### config.mk
export PLATFORM = sky130hd
export DESIGN_NAME = rst_cause_csr
export DESIGN_NICKNAME = d
export VERILOG_FILES = /design/src/rtl/rcsr_pkg.sv /design/src/rtl/rcsr_decode.sv /design/src/rtl/rcsr_event_count.sv /design/src/rtl/rst_cause_csr.sv
export SDC_FILE = /design/constraint.sdc
export NUM_CORES = 1
export LEC_CHECK = 0
export BUFFER_PORTS_ARGS = -buffer_cell sky130_fd_sc_hd__buf_2
export CAP_MARGIN = 20
export CORE_ASPECT_RATIO = 1.1
export CORE_MARGIN = 2
export CORE_UTILIZATION = 37
export DETAILED_ROUTE_END_ITERATION = 7
export PLACE_DENSITY = 0.84
export SLEW_MARGIN = 20
export SYNTH_ARGS = -nofsm -noshare
export SYNTH_HDL_FRONTEND = slang
export SYNTH_SLANG_ARGS = --single-unit
### constraint.sdc
create_clock -name clk -period 2.68 [get_ports clk]
set_input_delay 0.268 -clock clk [delete_from_list [all_inputs] [get_ports clk]]
set_output_delay 0.268 -clock clk [all_outputs]
set_load 0.03 [all_outputs]
### src/rtl/rcsr_pkg.sv
package rcsr_pkg;
    localparam int CSR_W  = 32;
    localparam int B_POR  = 31;
    localparam int B_SPOR = 30;
    localparam int B_SXIR = 29;
    localparam int B_BPOR = 28;
    localparam int B_BXIR = 27;

    localparam logic [CSR_W-1:0] M_LIVE = 32'hF800_0000;
    localparam logic [CSR_W-1:0] M_W1C  = 32'h9800_0000;
    localparam logic [CSR_W-1:0] M_W1S  = 32'h6000_0000;
    localparam logic [CSR_W-1:0] V_POR  = 32'h8000_0000;

    typedef struct packed {
        logic [CSR_W-1:0] csr;
        logic             por_req;
        logic             xir_req;
    } rcsr_state_t;
endpackage

### src/rtl/rcsr_decode.sv
module rcsr_decode #(
    parameter int              ADDR_W    = 16,
    parameter logic [ADDR_W-1:0] BASE_ADDR = 16'hF020
) (
    input  logic [ADDR_W-1:0] addr,
    output logic              hit
);
    localparam int HI_W = ADDR_W - 3;
    logic [HI_W-1:0] base_hi;
    assign base_hi = BASE_ADDR[ADDR_W-1:3];
    // Only the upper word of the 8-byte window is live.
    assign hit = (addr[ADDR_W-1:3] == base_hi) && addr[2];
endmodule

### src/rtl/rcsr_event_count.sv
module rcsr_event_count #(
    parameter int CNT_W = 4
) (
    input  logic clk,
    input  logic rst_n,
    input  logic inc,
    input  logic clr,
    output logic is_zero
);
    localparam logic [CNT_W-1:0] CNT_MAX = {CNT_W{1'b1}};

    logic [CNT_W-1:0] cnt_d, cnt_q;

    always_comb begin
        cnt_d = cnt_q;
        if (clr)
            cnt_d = '0;
        else if (inc && cnt_q != CNT_MAX)
            cnt_d = cnt_q + 1'b1;
    end

    always_ff @(posedge clk or negedge rst_n) begin
        if (!rst_n) cnt_q <= '0;
        else        cnt_q <= cnt_d;
    end

    assign is_zero = (cnt_q == '0);

    // a saturated count never wraps back to zero
    p_no_wrap_r10: assert property (@(posedge clk) disable iff (!rst_n)
        (cnt_q == CNT_MAX && !clr) |=> (cnt_q == CNT_MAX));
    // a clear leaves the count at zero
    p_clear_zero_r6: assert property (@(posedge clk) disable iff (!rst_n)
        clr |=> is_zero);
endmodule

### src/rtl/rst_cause_csr.sv
module rst_cause_csr
    import rcsr_pkg::*;
#(
    parameter int                ADDR_W    = 16,
    parameter logic [ADDR_W-1:0] BASE_ADDR = 16'hF020,
    parameter int                CNT_W     = 4
) (
    input  logic              clk,
    input  logic              rst_n,
    input  logic              rst_event,
    input  logic              btn_por_pulse,
    input  logic              btn_xir_pulse,
    input  logic              bus_sel,
    input  logic              bus_wr,
    input  logic [ADDR_W-1:0] bus_addr,
    input  logic [CSR_W-1:0]  bus_wdata,
    output logic [CSR_W-1:0]  bus_rdata,
    output logic              soft_por_req,
    output logic              soft_xir_req
);
    rcsr_state_t      st_d, st_q;
    logic             addr_hit;
    logic             wr_hit;
    logic             cnt_zero;
    logic             cnt_clr;
    logic [CSR_W-1:0] wv;

    rcsr_decode #(.ADDR_W(ADDR_W), .BASE_ADDR(BASE_ADDR)) u_decode (
        .addr (bus_addr),
        .hit  (addr_hit)
    );

    assign wr_hit  = bus_sel && bus_wr && addr_hit && !rst_event;
    assign wv      = bus_wdata & M_LIVE;
    assign cnt_clr = wr_hit && wv[B_SPOR];

    rcsr_event_count #(.CNT_W(CNT_W)) u_count (
        .clk     (clk),
        .rst_n   (rst_n),
        .inc     (rst_event),
        .clr     (cnt_clr),
        .is_zero (cnt_zero)
    );

    always_comb begin
        st_d         = st_q;
        st_d.por_req = 1'b0;
        st_d.xir_req = 1'b0;
        if (rst_event) begin
            if (cnt_zero) st_d.csr = V_POR;
        end else begin
            if (wr_hit) begin
                st_d.csr     = (st_q.csr & ~(wv & M_W1C)) | (wv & M_W1S);
                st_d.por_req = wv[B_SPOR];
                st_d.xir_req = wv[B_SXIR] && !wv[B_SPOR];
            end
            if (btn_por_pulse) st_d.csr[B_BPOR] = 1'b1;
            if (btn_xir_pulse) st_d.csr[B_BXIR] = 1'b1;
        end
        st_d.csr = st_d.csr & M_LIVE;
    end

    always_ff @(posedge clk or negedge rst_n) begin
        if (!rst_n) st_q <= '0;
        else        st_q <= st_d;
    end

    assign bus_rdata    = (bus_sel && !bus_wr && addr_hit) ? st_q.csr : '0;
    assign soft_por_req = st_q.por_req;
    assign soft_xir_req = st_q.xir_req;

    // the two requests never pulse together
    p_req_excl_r8: assert property (@(posedge clk) disable iff (!rst_n)
        !(soft_por_req && soft_xir_req));
    // unused bits stay zero
    p_low_zero_r5: assert property (@(posedge clk) disable iff (!rst_n)
        st_q.csr[26:0] == '0);
    // first reset event reloads the power-on cause only
    p_por_load_r9: assert property (@(posedge clk) disable iff (!rst_n)
        (rst_event && cnt_zero) |=> (st_q.csr == V_POR));
    // a button pulse leaves its cause bit set
    p_btn_set_r11: assert property (@(posedge clk) disable iff (!rst_n)
        (btn_por_pulse && !rst_event) |=> st_q.csr[B_BPOR]);
    // a set request bit survives any bus write
    p_req_sticky_r4: assert property (@(posedge clk) disable iff (!rst_n)
        (st_q.csr[B_SPOR] && !rst_event) |=> st_q.csr[B_SPOR]);
    // a power-on request pulse follows a write of bit 30 to the live word
    p_por_cause_r6: assert property (@(posedge clk) disable iff (!rst_n)
        soft_por_req |-> $past(bus_sel && bus_wr && addr_hit && bus_wdata[B_SPOR] && !rst_event));
    // a reset event suppresses request pulses
    p_evt_quiet_r12: assert property (@(posedge clk) disable iff (!rst_n)
        rst_event |=> !(soft_por_req || soft_xir_req));
endmodule

==> flow_metrics.tcl <==
set metrics [dict create \
    crit_chain "buf_2 -> nor4_2 -> nand4_1 -> nor3b_1 -> buf_2" \
    vias_per_cell 4.52 \
    r2r_end "st_q[30]" \
    synth_top_cell_by_area "dfrtp_1" \
    die-area_um2 2680 \
    gr-total-overflow 0 \
    synthMuxAreaShare_pct 1.18 \
    hold_path_class "in2reg" \
    power_density_nw_per_um2 584 \
    synthSimpleGateAreaFrac_pct 24.6 \
    synth_xor_area_share_pct 0 \
    synth_edf_count 0 \
    wl_per_cell_um 11.2 \
    rows 18 \
    grt_usage_pct 13.8 \
    crit_slowest_cell "nand4_1" \
    core_um2 2210 \
    p_total_uw 560 \
    post-synth-top-count-cell "buf_4" \
    finalHoldViolCount 0 \
    ys_seq_area_share_pct 32.5 \
    ys_types 31 \
    io_pins 89 \
    gp_congestion 0.737 \
    cts_tree "done" \
    max-vdd-ir-drop_uv 290 \
    postCtsSetupBuffers 0 \
    nets 184 \
    route.antenna.remaining_nets 0 \
    antenna_found_initial 0 \
    syn_to_final_growth_pct 13.3 \
    drc 0 \
    vias 705 \
    synth_compound_area_share_pct 10.7 \
    post-dp-hpwl_mm 1.42 \
    die_y_um 54.1 \
    min-delay-start "bus_wdata[27]" \
    antenna_cells 0 \
    period_needed_ns 1.74 \
    timing.rr.start "u_count.cnt_q[0]" \
    setup_viol_count_final 0 \
    reg2reg_depth 5 \
    synthAdderAreaFrac_pct 2.96 \
    ys_ff_latch 11 \
    clock.fmax_mhz 574 \
    yosysWarnings 0 \
    arrival_ns 1.48 \
    whs_ns 0.165 \
    numClockSinks 11 \
    drv_slew 0 \
    drt_iter0_markers 3 \
    status "complete, no violations" \
    grt_start_max_net_pins 12 \
    crit_required_ns 2.41 \
    cts_buffers 3 \
    fp.dieW_um 49.6 \
    synth_top_family_by_area "buffers and inverters" \
    async_flop_share_pct 100 \
    leakagePower_nw 0.516 \
    grt_pass1_vias 651 \
    cp-end-kind "output pin" \
    root_buffer "clkbuf_4" \
    path_common_cell "buf_2" \
    synth_top_area_share_pct 32.5 \
    clockBufferDepth 2 \
    r2r_slack_ns 1.41 \
    maxCapViolCount 0 \
    drive_gt1_share_pct 31.0 \
    grt_pass1_wl_mm 2.70 \
    synth_ff_type "dfrtp_1" \
    setup.worst_path.class "in2out" \
    portBuffers 32 \
    synthTopCellsByCount "27 x buf_4, 11 x dfrtp_1, 5 x nor2b_1, 5 x o21ai_0" \
    syn_area_um2 846 \
    synth_cells 92 \
    cp-start-kind "primary input" \
    timing.final.crit_share_pct 65.0 \
    rsz0062_at_grt "false" \
    start_util_pct 38.3 \
    first_pass_iters 4 \
    hold_depth 2 \
    cp_slowest_stage_delay_ns 0.31 \
    path_clk_slew_ns 0.07 \
    clk_latency_ns 0.28 \
    wl_mm 1.74 \
    h-tree-depth 1 \
    cp_max_fo 7 \
    fin_skew_ns 0.00115 \
    hold_path_end "st_q[29]" \
    fin_tns_setup_ns 0 \
    avgSynthCellArea_um2 9.19 \
    synthTopCellsByArea "dfrtp_1 33%, buf_4 24%, nor2b_1 3.7%" \
]
[worst max-delay path: cells and delay by family]
family | cells | cell delay [ns]
buf+inv | 2 | 0.33
simple gates | 3 | 0.88
[cells by family after synthesis]
| logic type | count (synthesis) |
|---|---|
| and+or+nand+nor | 30 |
| AOI/OAI and AO/OA | 14 |
| adders and majority gates | 2 |
| buffers and inverters | 33 |
| DFF | 11 |
| other | 1 |
| muxes | 1 |
[cell type report]
class / instances / area [um^2]
Fill cell: 248 / 1250
Multi-Input combinational cell: 74 / 434
Sequential cell: 11 / 275
Timing Repair Buffer: 33 / 170
Tap cell: 30 / 37.5
Clock buffer: 4 / 26.3
Inverter: 4 / 15.0
[sequential cells by signal, indices dropped and copies added, names as in the netlist]
signal,cells
soft_por_req,1
soft_xir_req,1
st_q,5
u_count.cnt_q,4
[placed cells by master (no fill, tap or decap), drive strengths merged]
cell type | Yosys | final
nor2 | 1 | 1
nand4bb | 1 | 1
and2 | 1 | 1
a32o | 1 | 1
nor4 | 1 | 1
nor3 | 2 | 2
a32oi | 1 | 1
a31oi | 2 | 2
ha | 2 | 2
and4b | 1 | 1
o21ai | 5 | 5
dfrtp | 11 | 11
mux2i | 1 | 1
a21oi | 2 | 2
nor2b | 5 | 5
clkbuf | 0 | 4
conb | 1 | 27
and3 | 2 | 2
nand2 | 3 | 3
nor3b | 4 | 4
or2 | 1 | 1
buf | 29 | 32
and4 | 1 | 1
nand4 | 2 | 2
a22oi | 2 | 2
nand2b | 1 | 1
nand3 | 2 | 2
and4bb | 2 | 2
inv | 4 | 4
a2bb2oi | 1 | 1
dlygate4sd3 | 0 | 1
[report_power, final]
part,internal [mW],switching [mW],total (mW)
Combinational,0.0769,0.118,0.195
Sequential,0.209,0.0390,0.248
Clock,0.0579,0.0594,0.117
[per-stage QoR]
step	cell area [um^2]	cells	setup WS [ns]	utilization [%]
6_report	958	156	0.937	43.4
3_5_place_dp	922	151	0.909	41.8
4_1_cts	958	156	0.899	43.4
3_3_place_gp	922	151	0.936	41.8
2_1_floorplan	943	118	0.848	-
5_1_grt	958	156	0.799	43.4
[metal layers]
metal	global-route usage, %	vias to the layer above	routed length, um
li1	-	335	-
met1	12.4	326	616
met2	25.3	38	940
met3	5.83	6	126
met4	10.2	0	57
met5	0	-	0
[how the worst max path moves through the flow]
stage,endpoint,from
finish,bus_rdata[30],bus_addr[4]
global route,bus_rdata[27],bus_addr[4]
CTS,bus_rdata[30],bus_addr[4]
detailed placement,bus_rdata[30],bus_addr[4]
global placement,bus_rdata[30],bus_addr[4]
floorplan,bus_rdata[30],bus_addr[4]
[repair_timing]
item	CTS	global route
hold buffers	1	0
endpoints found under the hold margin	11	0
resized for setup	0	0
Power figures use the tool's default switching activity.
